--- src/rtl/beat_err_pkg.sv ---
package beat_err_pkg;

    localparam int BEAT_W = 15;
    localparam int ERR_W  = BEAT_W + 1;
    localparam logic [BEAT_W-1:0] HALF_BEAT = BEAT_W'(1 << (BEAT_W - 1));

    typedef logic [BEAT_W-1:0]        beat_t;
    typedef logic signed [ERR_W-1:0]  err_t;

    typedef struct packed {
        beat_t tag;
        logic  rdy;
    } slot_t;

    // Map a residue in [0, period) onto (-half, +half]
    function automatic err_t wrap_err(input beat_t r);
        if (r > HALF_BEAT)
            return err_t'({1'b1, r});
        else
            return err_t'({1'b0, r});
    endfunction

endpackage

--- src/rtl/beat_tag_slot.sv ---
module beat_tag_slot
    import beat_err_pkg::*;
(
    input  logic  clk,
    input  logic  rst,
    input  logic  stb_i,
    input  beat_t tag_i,
    input  logic  clr_i,
    output slot_t slot_o
);

    slot_t slot_q;

    always_ff @(posedge clk) begin
        if (rst) begin
            slot_q <= '0;
        end else begin
            if (stb_i)
                slot_q.tag <= tag_i;
            if (stb_i)
                slot_q.rdy <= 1'b1;
            else if (clr_i)
                slot_q.rdy <= 1'b0;
        end
    end

    assign slot_o = slot_q;


    tag_hold_chk: assert property (@(posedge clk) disable iff (rst)
        !stb_i |=> $stable(slot_o.tag));


    capture_sets_rdy_chk: assert property (@(posedge clk) disable iff (rst)
        stb_i |=> slot_o.rdy);

endmodule

--- src/rtl/beat_period_unit.sv ---
module beat_period_unit
    import beat_err_pkg::*;
(
    input  logic  clk,
    input  logic  rst,
    input  logic  stb_i,
    input  beat_t tag_i,
    output err_t  err_o,
    output logic  vld_o
);

    beat_t neg_tag;
    err_t  err_q;
    logic  vld_q;

    assign neg_tag = beat_t'(0) - tag_i;

    always_ff @(posedge clk) begin
        if (rst) begin
            err_q <= '0;
            vld_q <= 1'b0;
        end else begin
            vld_q <= stb_i;
            if (stb_i)
                err_q <= wrap_err(neg_tag);
        end
    end

    assign err_o = err_q;
    assign vld_o = vld_q;


    per_range_chk: assert property (@(posedge clk) disable iff (rst)
        vld_o |-> (err_o >= -16'sd16383) && (err_o <= 16'sd16384));


    per_pulse_chk: assert property (@(posedge clk) disable iff (rst)
        !stb_i |=> !vld_o && $stable(err_o));

endmodule

--- src/rtl/beat_phase_unit.sv ---
module beat_phase_unit
    import beat_err_pkg::*;
(
    input  logic  clk,
    input  logic  rst,
    input  slot_t ref_i,
    input  slot_t main_i,
    input  logic  ack_i,
    output err_t  err_o,
    output logic  rdy_o,
    output logic  clr_o
);

    beat_t diff;

    assign diff  = main_i.tag - ref_i.tag;
    assign err_o = wrap_err(diff);
    assign rdy_o = ref_i.rdy & main_i.rdy;
    assign clr_o = ack_i & rdy_o;


    rdy_hold_chk: assert property (@(posedge clk) disable iff (rst)
        rdy_o && !ack_i |=> rdy_o);


    ph_range_chk: assert property (@(posedge clk) disable iff (rst)
        (err_o >= -16'sd16383) && (err_o <= 16'sd16384));

endmodule

--- src/rtl/beat_phase_extract.sv ---
module beat_phase_extract
    import beat_err_pkg::*;
#(
    parameter int TAG_W = 32
) (
    input  logic                    clk,
    input  logic                    rst,
    input  logic [TAG_W-1:0]        ref_tag_i,
    input  logic                    ref_stb_i,
    input  logic [TAG_W-1:0]        main_tag_i,
    input  logic                    main_stb_i,
    input  logic                    ph_ack_i,
    output logic signed [ERR_W-1:0] per_err_o,
    output logic                    per_vld_o,
    output logic signed [ERR_W-1:0] ph_err_o,
    output logic                    ph_rdy_o
);

    localparam int HI_W = TAG_W - BEAT_W;

    beat_t ref_lo, main_lo;
    slot_t ref_slot, main_slot;
    logic  clr;
    err_t  per_err, ph_err;

    // upper tag bits carry no information modulo the beat period
    assign ref_lo  = ref_tag_i[BEAT_W-1:0];
    assign main_lo = main_tag_i[BEAT_W-1:0];

    logic unused_hi;
    assign unused_hi = ^{ref_tag_i[TAG_W-1 -: HI_W], main_tag_i[TAG_W-1 -: HI_W]};

    beat_tag_slot u_ref_slot (
        .clk(clk), .rst(rst), .stb_i(ref_stb_i), .tag_i(ref_lo),
        .clr_i(clr), .slot_o(ref_slot)
    );

    beat_tag_slot u_main_slot (
        .clk(clk), .rst(rst), .stb_i(main_stb_i), .tag_i(main_lo),
        .clr_i(clr), .slot_o(main_slot)
    );

    beat_period_unit u_period (
        .clk(clk), .rst(rst), .stb_i(ref_stb_i), .tag_i(ref_lo),
        .err_o(per_err), .vld_o(per_vld_o)
    );

    beat_phase_unit u_phase (
        .clk(clk), .rst(rst), .ref_i(ref_slot), .main_i(main_slot),
        .ack_i(ph_ack_i), .err_o(ph_err), .rdy_o(ph_rdy_o), .clr_o(clr)
    );

    assign per_err_o = per_err;
    assign ph_err_o  = ph_err;


    ack_clears_chk: assert property (@(posedge clk) disable iff (rst)
        ph_rdy_o && ph_ack_i && !ref_stb_i && !main_stb_i |=> !ph_rdy_o && $stable(ph_err_o));


    ack_ignored_chk: assert property (@(posedge clk) disable iff (rst)
        !ph_rdy_o && !ref_stb_i && !main_stb_i |=> !ph_rdy_o);


    ref_update_chk: assert property (@(posedge clk) disable iff (rst)
        ref_stb_i |=> per_vld_o);


    both_ready_chk: assert property (@(posedge clk) disable iff (rst)
        ref_stb_i && main_stb_i |=> ph_rdy_o && per_vld_o);


    reset_chk: assert property (@(posedge clk)
        rst |=> !ph_rdy_o && !per_vld_o && per_err_o == 0 && ph_err_o == 0);

endmodule

--- config.mk ---
export PLATFORM = sky130hd
export DESIGN_NAME = beat_phase_extract
export DESIGN_NICKNAME = d
export VERILOG_FILES = /design/src/rtl/beat_err_pkg.sv /design/src/rtl/beat_tag_slot.sv /design/src/rtl/beat_period_unit.sv /design/src/rtl/beat_phase_unit.sv /design/src/rtl/beat_phase_extract.sv
export SDC_FILE = /design/constraint.sdc
export NUM_CORES = 1
export LEC_CHECK = 0
export ABC_AREA = 1
export ABC_CLOCK_PERIOD_IN_PS = 2700
export BUFFER_PORTS_ARGS = -buffer_cell sky130_fd_sc_hd__buf_2
export CORE_AREA = 2 2 120 93
export CTS_BUF_LIST = sky130_fd_sc_hd__clkbuf_16
export CTS_CLUSTER_SIZE = 12
export DETAILED_ROUTE_END_ITERATION = 8
export DIE_AREA = 0 0 122 95
export GPL_ROUTABILITY_DRIVEN = 0
export SYNTH_ARGS = -nofsm -noshare
export SYNTH_HDL_FRONTEND = slang
export SYNTH_SLANG_ARGS = --single-unit
--- constraint.sdc ---
create_clock -name clk -period 2.7 [get_ports clk]
set_input_delay 0.405 -clock clk [delete_from_list [all_inputs] [get_ports clk]]
set_output_delay 0.405 -clock clk [all_outputs]
set_load 0.02 [all_outputs]
== Word level (Yosys, flattened, before mapping) ==
Cells that the tools add are included.
Word-level totals
  flip-flop bits (word level): 49
  input bits: 69
  output and inout bits: 34
  logic and storage cells: 19
Cells by class
  add/subtract/negate cells: 2
  order comparisons: 2
  mux-type cells: 5
  bitwise logic cells: 2
  reductions and logical operators: 2
Operators by type and width (number)
  16-bit two-way mux: 2
  15-bit greater-than comparator (second input constant): 2
  1-bit by 15-bit subtractor with 15-bit output (first input constant): 1
  15-bit subtractor: 1
  2-bit nonzero test: 2
  1-bit two-way mux: 3
  1-bit AND: 2

== Longest topological paths before layout ==
Gate-level depths: netlist (run 1).
  depth in word-level cells: 4
  gate-level depth with buffers: 15
  gate-level depth less buffers: 15

== By module ==
From an unflattened synthesis (run 1), not the netlist that was laid out.
Second synthesis, totals
  cells, all modules: 497
  area total of the unflattened synthesis: 3150.5 µm²
By module, submodules not included
  beat_tag_slot: times used 2, cells an instance 69, area each 555.5 µm², sequential area each 320.3 µm²
  beat_period_unit: times used 1, cells an instance 164, area each 1024.7 µm², sequential area each 340.3 µm²
  beat_phase_unit: times used 1, cells an instance 195, area each 1014.7 µm², sequential area each 0.0 µm²

== Worst setup path after synthesis (run 1) ==
Ideal clock, no wire load.
  kind: register -> output
  from: reg u_main_slot.slot_q (netlist bit u_main_slot.slot_o[1])
  to: out ph_err_o[15]
  data arrival time: 2.135 ns
  required time: 2.295 ns
  slack: 0.160 ns
  stages on the path, launching flop included: 14
  buffers on the path: 0
  cells stage by stage: dfxtp_1 > inv_1 > ha_1 > fa_1 > inv_1 > nand3_1 > nand3_1 > xor2_1 > nor2_1 > nand2_1 > nor2_2 > nand2_1 > nor2_1 > nor2_1
Between the ends
  word-level cells in the longest chain between the ends: 3
RTL lines
  start: declaration: RTL line beat_tag_slot.sv:12  | slot_t slot_q;
  15-bit subtractor: RTL line beat_phase_unit.sv:16  | assign diff = main_i.tag - ref_i.tag;
  15-bit greater-than comparator: RTL line beat_err_pkg.sv:17  | if (r > HALF_BEAT)
  16-bit two-way mux: RTL line beat_err_pkg.sv:17
  end: declaration: RTL line beat_phase_extract.sv:15  | output logic signed [ERR_W-1:0] ph_err_o,
No other way between the ends.

== Final worst setup path (run 1) ==
Same ends and word-level chain as after synthesis.

==> results of run 1 <==
==> logic make-up after synthesis <==
kind of cell,after synthesis,synth area share
flip-flops,48,0.313
XOR/XNOR,3,0.00856
adder cells (fa/ha/maj),16,0.0676
AO/OA/AOI/OAI,78,0.139
buffers and inverters,93,0.115
AND/OR/NAND/NOR,245,0.356
==> synth_stat cells <==
cell type	number
nor2_2	4
fa_1	1
nand2_1	109
nand4_1	3
a21oi_2	2
nand3_1	18
o211ai_1	7
clkbuf_1	12
o21bai_2	1
or2_4	1
a31oi_1	1
dfxtp_1	48
nand2_2	13
o21ai_1	1
buf_2	1
o21ai_0	38
nand3b_1	8
nor3_2	1
nor2_4	1
xor2_1	2
clkinv_1	1
nand4_2	1
inv_1	74
nor2_1	77
buf_4	1
nor3_1	3
xnor2_1	1
a21oi_1	26
nor3b_2	1
nand3_2	5
o21bai_1	2
inv_2	4
ha_1	15
==> power groups by stage <==
stage	combinational (W)	clock, W	sequential [W]
after detailed placement	0.000703	0	0.000799
after global placement	0.000695	0	0.000797
after global routing	0.000800	0.000672	0.000789
after CTS	0.000712	0.000639	0.000784
final	0.000712	0.000620	0.000783
after floorplan	0.000488	0	0.000813
==> layout by cell type (no fill, tap or decap), types with 14 or more instances in the layout <==
cell	instances
nand2_1	106
nor2_1	74
inv_1	73
buf_2	67
dfxtp_1	47
o21ai_0	38
a21oi_1	26
nand3_1	17
nand2_2	16
ha_1	14
==> worst min-delay path, stage by stage <==
cell	delay, ns
buf_2	0.08
nor2_1	0.04
nor2_1	0.08
==> how the worst min path moves through the flow <==
stage	from	endpoint	slack, ns
after floorplan	u_main_slot.slot_o[1]	u_main_slot.slot_o[1]	0.44
after global placement	u_main_slot.slot_o[0]	u_main_slot.slot_o[0]	0.45
after detailed placement	u_main_slot.slot_o[0]	u_main_slot.slot_o[0]	0.46
after CTS	main_tag_i[2]	u_main_slot.slot_o[3]	0.34
after global routing	main_tag_i[2]	u_main_slot.slot_o[3]	0.34
final	main_tag_i[2]	u_main_slot.slot_o[3]	0.34
==> repair_timing <==
item | CTS | global route
setup endpoints to repair | 1 | 1
pin swaps | 4 | 0
resized for setup | 4 | 8
hold buffers | 0 | 0
==> flip-flops by register name, summed over array words and instances, names as in the netlist <==
name                cells
u_main_slot.slot_o     16
u_ref_slot.slot_o      16
u_period.err_o         15
u_period.vld_o          1
==> layout make-up <==
class	count	area, µm²	area share
multi-input combinational	342	1780	0.478
sequential	48	962	0.258
clock buffer	5	125	0.0336
inverter	79	297	0.0796
tap	140	175	0.0470
timing repair buffer	71	365	0.0981
clock inverter	3	18.8	0.00504
==> per-layer routing <==
layer / global-route usage / vias to the layer above / part of all wire
met2: 0.212 / 58 / 0.43
met4: 0.0498 / 0 / 0.016
li1: - / 1643 / -
met3: 0.0338 / 10 / 0.046
met5: 0 / - / 0
met1: 0.193 / 1389 / 0.51
==> stage by stage <==
stage          setup slack [ns]  utilization  std cells  hold slack [ns]
2_1_floorplan             0.160            -        483            0.437
3_3_place_gp              0.168        0.337        680            0.448
3_5_place_dp              0.196        0.337        680            0.459
4_1_cts                 -0.0204        0.352        688            0.336
5_1_grt                  -0.118        0.354        688            0.344
6_report                 0.0482        0.354        688            0.337
==> results.txt, run 1 <==
Status: finished, final reports clean
Crit Reg-Reg Endpoint: u_ref_slot.slot_o[0]
Largest net degree at the start of global routing: 45
Core area: 10500 µm²
Max Cap Violations: 0
Unrepaired setup endpoints after global routing: true
Post-Syn Nets: 568
Vias per cell: 4.51
Worst-path maximum fanout: 2
Crit path kind: reg2out
WL per Instance: 11.5 µm
Ant diodes: 0
Most frequent CP cell: nor2_2
Worst-Skew Late Latency: 0.29 ns
Via count of the routed design: 3100
Setup crit end kind: primary output
PortBufs: 68
Iter 0 DRT Violations: 121
Final min period: 2.65 ns
Net Switching: 0.000767 W
Int Power: 0.00135 W
Worst slew pin tran: 0.834 ns
DP HPWL: 6250 µm
Final worst-path cycle share: 0.982
Cell variety after synth: 33
Sw frac: 0.363
CTS buffer count: 5
Routed wire length: 7890 µm
Post-Synthesis Cell Area: 3070 µm²
Drt first pass iters: 4
Initial antenna violation count: 0
Yosys top cell area share: 0.313
Horiz. Die Dim: 122 µm
Post-CTS setup buffer count: 0
Average size of a mapped cell: 6.36 µm²
Reg power frac: 0.370
Design Power: 0.00212 W
Final setup vio count: 0
Clock share of power: 0.293
Routed Antenna Nets: 0
Hold Crit Depth: 3
Reg2reg start: u_ref_slot.slot_o[0]
Die area: 11600 µm²
CP arrival: 2.25 ns
H-tree depth: 2
Clk sink count: 48
Worst rel slew slack: 0.443
First-pass GRT wire length: 12900 µm
Max clock buf depth: 2
Dominant cells by area after synthesis: dfxtp_1 (31%), nand2_1 (13%), nor2_1 (9.4%)
FILL cells: 1173
Layout cell share with drive strength beyond 1: 0.226
Area growth, synth to finish: 21.3%
Number of global-route vias before repair: 2833
Max Clock Freq: 0.377 GHz
GRT overflow: 0
Nets: 632
CP startpoint kind: flip-flop
Syn Inst Count: 483
HP Class: in2reg
Worst Setup SP: u_main_slot.slot_o[1]
CP max stage delay: 0.56 ns
WP data required: 2.30 ns
Residual DRC count: 0
Final setup TNS: 0 ns
CP max-delay cell: fa_2
Row count: 33
Synth warnings: 0
Final setup skew: 0.00157 ns
Die height: 95 µm
CP bufs+invs: 2
Root Driver: clkbuf_16
Peak VDD IR: 0.000235 V
Pwr per Cell Area: 568 nW/µm²
Fin area: 3720 µm²
Worst R2R Setup Slack: 1.89 ns
Delay-heaviest family, CP: adder cells
Slew Viols, Final: 0
WP depth: 13
Clock-pin slew on the worst setup and hold paths: 0.07 ns
Last element of the critical path: ph_err_o[15]
Final hold viol count: 0
P_leak: 1.95 nW
GRT Util Overall: 0.140
Register area share after synthesis: 0.313
Largest area contributor in the synthesized netlist: dfxtp_1
Io pins: 103
FF-to-FF path depth: 5
Cell area after placement: 3550 µm²
#FFs+latches synth: 48
CTS tree: done
Initial core utilization: 0.292
Worst-path cell chain: inv_1 > ha_2 > fa_2 > nand2_2 > nor2_2 > nand3_1 > nor2_2 > nand2_1 > nor2_2 > nand2_1 > nor2_2 > nor2_1 > buf_4
Comb pwr share: 0.337
No activity file was read; power rests on OpenSTA's default activity.
==> run 2, diff against run 1 <==
ABC_AREA = default   (was 1)
CORE_AREA = 2 2 117 90   (was 2 2 120 93)
CTS_BUF_LIST = default   (was sky130_fd_sc_hd__clkbuf_16)
DIE_AREA = 0 0 119 92   (was 0 0 122 95)
==> run 2 against run 1 <==
Compared with the run above: the flow now finishes with violations (negative setup slack); maximum frequency shrank 32%; wire length shrank 5.2%; cell count shrank 14%; synthesized cell count shrank 29%; combinational power grew 29%; sequential share of layout area shrank 2.2 points; cell area grew 9.1%; critical path depth shrank 2; critical endpoint unchanged; highest routed layer unchanged.
==> results.txt, run 2 <==
Status: finished with violations (was finished, final reports clean)
Failing checks: negative setup slack
Slew Viols, Final: 0 (unchanged)
Pwr per Cell Area: 590 nW/µm² (was 568 nW/µm²)
Worst Hold End: u_main_slot.slot_o[14] (was u_main_slot.slot_o[3])
DP HPWL: 5940 µm (was 6250 µm)
Yosys top cell area share: 0.333 (was 0.313)
Multi-input gate area: 1880 µm² (was 1780 µm²)
Area growth, synth to finish: 40.9% (was 21.3%)
HP Class: in2reg (unchanged)
Fraction of registers with async set/reset: 0 (unchanged)
Commonest cells after routing, fill and taps aside: buf_4 (64), buf_2 (62), nor2_1 (56) (was nand2_1 (106), nor2_1 (74), inv_1 (73))
Residual DRC count: 0 (unchanged)
First-pass GRT wire length: 12200 µm (was 12900 µm)
Worst-path maximum fanout: 2 (unchanged)
PortBufs: 68 (unchanged)
GRT overflow: 0 (unchanged)
Ant diodes: 0 (unchanged)
Setup crit end kind: primary output (unchanged)
P_leak: 1.94 nW (was 1.95 nW)
Nets: 543 (was 632)
CTS tree: done (unchanged)
FF-to-FF path depth: 4 (was 5)
Vias per cell: 4.66 (was 4.51)
Final hold viol count: 0 (unchanged)
Final setup skew: 0.000117 ns (was 0.00157 ns)
Register Area: 962 µm² (unchanged)
Most repeated cell in the gate-level netlist after synthesis: nor2_1 (was nand2_1)
CP max stage delay: 0.52 ns (was 0.56 ns)
Metal2 WL: 3410 µm (was 3370 µm)
Final WS setup: -1.20 ns (was 0.0482 ns)
Reg2reg start: u_period.err_o[15] (was u_ref_slot.slot_o[0])
Placement Setup Slack: -1.04 ns (was 0.196 ns)
Average size of a mapped cell: 8.38 µm² (was 6.36 µm²)
CTS buffer count: 5 (unchanged)
Min Hold Slack: 0.361 ns (was 0.337 ns)
Die height: 92 µm (was 95 µm)
CP startpoint kind: flip-flop (unchanged)
CP max-delay cell: or4_1 (was fa_2)
FILL cells: 1047 (was 1173)
Clock-pin slew on the worst setup and hold paths: 0.06 ns (was 0.07 ns)
#FFs+latches synth: 48 (unchanged)
Max Clock Freq: 0.257 GHz (was 0.377 GHz)
Worst-path cell chain: inv_2 > ha_4 > fa_2 > or2b_1 > a21oi_2 > xor2_2 > or4_1 > or4_4 > or4_4 > o41a_1 > buf_6 (was inv_1 > ha_2 > fa_2 > nand2_2 > nor2_2 > nand3_1 > nor2_2 > nand2_1 > nor2_2 > nand2_1 > nor2_2 > nor2_1 > buf_4)
Max clock buf depth: 2 (unchanged)
Root Driver: clkbuf_16 (unchanged)
Routed wire length: 7480 µm (was 7890 µm)
Final worst-path cycle share: 1.44 (was 0.982)
Worst rel slew slack: 0.428 (was 0.443)
Final setup TNS: -3.16 ns (was 0 ns)
Most frequent CP cell: or4_4 (was nor2_2)
Syn Inst Count: 344 (was 483)
Via count of the routed design: 2774 (was 3100)
Non-Filler Instances: 595 (was 688)
Dominant cells by area after synthesis: dfxtp_1 (33%), mux2i_1 (15%), nor2_1 (7.4%) (was dfxtp_1 (31%), nand2_1 (13%), nor2_1 (9.4%))
Unrepaired setup endpoints after global routing: true (unchanged)
Crit path kind: reg2out (unchanged)
Hold_sp: main_tag_i[13] (was main_tag_i[2])
WL per Instance: 12.6 µm (was 11.5 µm)
Horiz. Die Dim: 119 µm (was 122 µm)
Final core occ: 0.408 (was 0.354)
Final setup vio count: 5 (was 0)
CP arrival: 3.49 ns (was 2.25 ns)
Post-Synthesis Cell Area: 2880 µm² (was 3070 µm²)
Hold-fix buffers at CTS: 0 (unchanged)
Worst slew pin tran: 0.859 ns (was 0.834 ns)
Core area: 9970 µm² (was 10500 µm²)
Peak VDD IR: 0.000222 V (was 0.000235 V)
Cell variety after synth: 49 (was 33)
Top_reg_cell synth: dfxtp_1 (unchanged)
Crit Reg-Reg Endpoint: u_period.err_o[15] (was u_ref_slot.slot_o[0])
Final min period: 3.90 ns (was 2.65 ns)
Initial antenna violation count: 0 (unchanged)
Post-Syn Nets: 429 (was 568)
Iter 0 DRT Violations: 94 (was 121)
Register area share after synthesis: 0.333 (was 0.313)
Routed Antenna Nets: 0 (unchanged)
Row count: 32 (was 33)
Largest net degree at the start of global routing: 49 (was 45)
WP data required: 2.30 ns (about the same)
GRT Util Overall: 0.136 (was 0.140)
Max Cap Violations: 0 (unchanged)
Io pins: 103 (unchanged)
Largest area contributor in the synthesized netlist: dfxtp_1 (unchanged)
Worst R2R Setup Slack: 1.43 ns (was 1.89 ns)
Clk sink count: 48 (unchanged)
DRT met1 WL: 3680 µm (was 4040 µm)
Number of synthesized flops with an enable pin: 0 (unchanged)
Commonest non-fill, non-tap cell in the layout: buf_4 (was nand2_1)
Die area: 10900 µm² (was 11600 µm²)
H-tree depth: 2 (unchanged)
Worst-Skew Late Latency: 0.28 ns (was 0.29 ns)
Number of global-route vias before repair: 2626 (was 2833)
Initial core utilization: 0.289 (was 0.292)
Synth cell count leaders: nor2_1 (57), dfxtp_1 (48), mux2i_1 (42) (was nand2_1 (109), nor2_1 (77), inv_1 (74))
Dpl cells: 584 (was 680)
Hold Crit Depth: 3 (unchanged)
Layout cell share with drive strength beyond 1: 0.346 (was 0.226)
Drt first pass iters: 5 (was 4)
Highest routed metal layer: met4 (unchanged)
Met3 wire length: 321 µm (was 363 µm)
Synth warnings: 0 (unchanged)
## run 2: cell count changes after synthesis, moves of 6 or more
cell	before	now
inv_1	74	19
a21o_1	0	7
o21ai_0	38	10
nand2b_1	0	8
nor2_1	77	57
a21oi_1	26	20
nand2_2	13	0
nand3_1	18	5
xnor2_1	1	14
nand2_1	109	14
clkbuf_1	12	18
mux2i_1	0	42
nand3b_1	8	1
xor2_1	2	8
## run 2: worst max path at each step
stage / slack (ns) / to / start / cells past startpoint
after detailed placement: -1.04 / ph_err_o[15] / u_main_slot.slot_o[1] / 11
after floorplan: -0.84 / ph_err_o[15] / u_main_slot.slot_o[1] / 10
after CTS: -1.23 / ph_err_o[15] / u_main_slot.slot_o[1] / 11
after global placement: -0.96 / ph_err_o[15] / u_main_slot.slot_o[1] / 11
final: -1.20 / ph_err_o[15] / u_main_slot.slot_o[1] / 11
after global routing: -1.30 / ph_err_o[15] / u_main_slot.slot_o[1] / 11
## run 2: area by class of cell
cell class,instances,share of cell area
multi-input combinational,256,0.462
clock inverter,3,0.0105
sequential,48,0.237
clock buffer,5,0.0308
inverter,19,0.0176
timing repair buffer,128,0.200
tap,136,0.0419
## run 2: critical path: cells and delay by family, from the launching register on
family,cells,cell delay [ns]
adders and majority gates,2,0.49
and+or+nand+nor,4,1.63
buffers and inverters,2,0.18
AOI/OAI and AO/OA,2,0.50
xor gates and xnor gates,1,0.08
DFF,1,0.33
## run 2: per-layer routing
metal  vias up  global-route usage
met3         8              0.0311
met5         -                   0
met1      1277               0.183
met4         0              0.0298
li1       1426                   -
met2        63               0.222
## run 2: cell families (layout without fill, tap and decap cells)
logic type | after synthesis | after routing | synth area share
AND/OR/NAND/NOR | 114 | 114 | 0.188
buffers and inverters | 40 | 155 | 0.0534
multiplexers | 42 | 42 | 0.146
XOR/XNOR | 22 | 22 | 0.0668
flip-flops | 48 | 48 | 0.333
adder cells (fa/ha/maj) | 16 | 16 | 0.0720
AO/OA/AOI/OAI | 62 | 62 | 0.141
## run 2: through the flow
stage	power (W)	instance area (µm²)
3_3_place_gp	0.00163	3770
4_1_cts	0.00239	4010
3_5_place_dp	0.00164	3770
2_1_floorplan	0.00127	2920
6_report	0.00240	4060
5_1_grt	0.00253	4060
## run 2: power by group
group / internal, W / leakage, nW / switching [W]
registers: 0.000752 / 0.397 / 0.0000244
clock network: 0.000435 / 0.0798 / 0.000263
logic: 0.000458 / 1.46 / 0.000463
## run 2: timing repair
| action | in CTS | in global routing |
|---|---|---|
| setup endpoints to repair | 8 | 8 |
| buffers inserted | 2 | 1 |
| pin swaps | 7 | 4 |
| gates resized for setup | 16 | 8 |
==> run 3, diff against run 2 <==
ABC_CLOCK_PERIOD_IN_PS = 3900   (was 2700)
clock period = 3.9 ns   (was 2.7 ns; I/O delays follow)
==> run 3 against run 2 <==
Compared with the run above: the run still ends with negative setup slack left; setup slack better by 1.1 ns; global-route usage down 1.1 points; utilization down 4.7 points; cell area down 12%; register-to-register slack better by 1.2 ns; clock skew about the same; via count down 7.5%; sequential power down 31%; critical path type unchanged.
==> results.txt, run 3 (synthesis results as in run 2) <==
Initial core utilization: 0.289 (unchanged)
Non-Filler Instances: 543 (was 595)
Crit path kind: reg2out (unchanged)
Residual DRC count: 0 (unchanged)
HP Class: reg2reg (was in2reg)
CTS buffer count: 5 (unchanged)
FILL cells: 1066 (was 1047)
WL per Instance: 12.7 µm (was 12.6 µm)
Most frequent CP cell: or4_4 (unchanged)
Delay-heaviest family, CP: simple AND/OR/NAND/NOR gates (unchanged)
Final worst-path cycle share: 1.02
Ant diodes: 0 (unchanged)
Final setup skew: 0.0000106 ns (was 0.000117 ns)
H-tree depth: 2 (unchanged)
WP data required: 3.31 ns (was 2.30 ns)
CP max stage delay: 0.43 ns (was 0.52 ns)
Placement Setup Slack: -0.0182 ns (was -1.04 ns)
CTS tree: done (unchanged)
CP max-delay cell: or4_4 (was or4_1)
Max clock buf depth: 2 (unchanged)
Nets: 491 (was 543)
Clock-pin slew on the worst setup and hold paths: 0.07 ns (was 0.06 ns)
CP arrival: 3.41 ns (was 3.49 ns)
Final min period: 3.99 ns
Io pins: 103 (unchanged)
Design Power: 0.00151 W (was 0.00240 W)
Iter 0 DRT Violations: 89 (was 94)
Max Cap Violations: 0 (unchanged)
Drt first pass iters: 4 (was 5)
Die height: 92 µm (unchanged)
Via count of the routed design: 2567 (was 2774)
Unrepaired setup endpoints after global routing: true (unchanged)
Failing checks: negative setup slack (unchanged)
Slew Viols, Final: 0 (unchanged)
Worst R2R Setup Slack: 2.62 ns (was 1.43 ns)
Final WS setup: -0.0910 ns (was -1.20 ns)
GRT overflow: 0 (unchanged)
DP HPWL: 5300 µm (was 5940 µm)
Worst slew pin tran: 0.879 ns (was 0.859 ns)
Number of global-route vias before repair: 2379 (was 2626)
Commonest non-fill, non-tap cell in the layout: buf_2 (was buf_4)
P_leak: 1.66 nW (was 1.94 nW)
Dpl cells: 534 (was 584)
CP startpoint kind: flip-flop (unchanged)
Gr busiest metal: met2 (unchanged)
Clk sink count: 48 (unchanged)
GRT Util Overall: 0.125 (was 0.136)
PortBufs: 68 (unchanged)
Routed Antenna Nets: 0 (unchanged)
Hold-fix buffers at CTS: 0 (unchanged)
Vias per cell: 4.73 (was 4.66)
Core area: 9970 µm² (unchanged)
Root Driver: clkbuf_16 (unchanged)
Initial antenna violation count: 0 (unchanged)
FF-to-FF path depth: 4 (unchanged)
Max Clock Freq: 0.251 GHz
Worst-Skew Late Latency: 0.28 ns (about the same)
Worst-path cell chain: inv_2 > ha_4 > fa_2 > or2b_1 > a21oi_2 > xor2_1 > or4_4 > or4_4 > or4_4 > o41a_1 > buf_6 (was inv_2 > ha_4 > fa_2 > or2b_1 > a21oi_2 > xor2_2 > or4_1 > or4_4 > or4_4 > o41a_1 > buf_6)
Worst-path maximum fanout: 2 (unchanged)
Met1 layer usage reported by global route: 0.174 (was 0.183)
Final setup vio count: 1 (was 5)
Row count: 32 (unchanged)
Worst Hold End: u_period.err_o[4] (was u_main_slot.slot_o[14])
Hold_sp: u_period.err_o[4] (was main_tag_i[13])
Routed wire length: 6920 µm (was 7480 µm)
Pwr per Cell Area: 420 nW/µm² (was 590 nW/µm²)
GRT met3 Usage: 0.0348 (was 0.0311)
Area growth, synth to finish: 24.6% (was 40.9%)
CP bufs+invs: 2 (unchanged)
First-pass GRT wire length: 11200 µm (was 12200 µm)
Status: finished with violations (unchanged)
Horiz. Die Dim: 119 µm (unchanged)
Die area: 10900 µm² (unchanged)
Hold Crit Depth: 2 (was 3)
Met2 Use GR: 0.197 (was 0.222)
Layout cell share with drive strength beyond 1: 0.246 (was 0.346)
Reg2reg start: u_period.err_o[15] (unchanged)
Setup crit end kind: primary output (unchanged)
Crit Reg-Reg Endpoint: u_period.err_o[15] (unchanged)
Largest net degree at the start of global routing: 49 (unchanged)
Worst rel slew slack: 0.414 (was 0.428)
Commonest cells after routing, fill and taps aside: buf_2 (67), nor2_1 (57), dfxtp_1 (45) (was buf_4 (64), buf_2 (62), nor2_1 (56))
Final hold viol count: 0 (unchanged)
Peak VDD IR: 0.000182 V (was 0.000222 V)
-- run 3: changes by cell type in the layout (fill, tap and decap cells not counted), moves of 3 or more --
cell	delta
buf_4	-56
xnor2_1	+3
buf_2	+5
xnor2_2	-3
-- run 3: how the worst max path moves through the flow --
stage / start / to / slack (ns) / cells after the start
5_1_grt: u_main_slot.slot_o[1] / ph_err_o[15] / -0.18 / 11
6_report: u_main_slot.slot_o[1] / ph_err_o[15] / -0.09 / 11
3_5_place_dp: u_main_slot.slot_o[1] / ph_err_o[15] / -0.02 / 11
3_3_place_gp: u_main_slot.slot_o[1] / ph_err_o[15] / 0.007 / 11
4_1_cts: u_main_slot.slot_o[1] / ph_err_o[15] / -0.15 / 12
2_1_floorplan: u_main_slot.slot_o[1] / ph_err_o[15] / 0.12 / 10
-- run 3: power by group --
part	internal (W)	total, W	leakage, nW	switching (W)
Clock	0.000301	0.000483	0.0798	0.000182
Sequential	0.000521	0.000537	0.398	0.0000163
Combinational	0.000204	0.000488	1.19	0.000284
Total	0.00103	0.00151	1.66	0.000482
-- run 3: layout make-up --
| class | instances | area [µm²] | share of cell area |
|---|---|---|---|
| tap | 136 | 170 | 0.0474 |
| timing repair buffer | 76 | 407 | 0.113 |
| clock buffer | 5 | 125 | 0.0348 |
| multi-input combinational | 256 | 1810 | 0.504 |
| sequential | 48 | 965 | 0.269 |
| clock inverter | 3 | 42.5 | 0.0118 |
| inverter | 19 | 71.3 | 0.0199 |
-- run 3: stage by stage --
| stage | instance area (µm²) | hold slack, ns | setup TNS (ns) | utilization |
|---|---|---|---|---|
| 6_report | 3590 | 0.470 | -0.0910 | 0.360 |
| 5_1_grt | 3590 | 0.489 | -0.183 | 0.360 |
| 4_1_cts | 3540 | 0.473 | -0.154 | 0.355 |
| 3_5_place_dp | 3360 | 0.462 | -0.0182 | 0.337 |
| 3_3_place_gp | 3360 | 0.463 | 0 | 0.337 |
| 2_1_floorplan | 2880 | 0.460 | 0 | - |
-- run 3: worst min-delay path, cell delays in order (launching register included) --
cell and delay [ns]:
dfxtp_1 0.31, nand2b_1 0.06, a21oi_1 0.05
-- run 3: repair_timing --
action / in CTS / in global routing
pin swaps: 1 / 1
gates resized for setup: 2 / 14
setup buffers: 0 / 1
endpoints found under the setup margin: 1 / 1
-- run 3: per-layer routing --
metal / vias to the layer above / part of all wire / wire length, µm
met1: 1194 / 0.50 / 3470
li1: 1315 / - / -
met3: 2 / 0.051 / 350
met2: 56 / 0.45 / 3080
met5: - / 0 / 0
met4: 0 / 0.0020 / 14
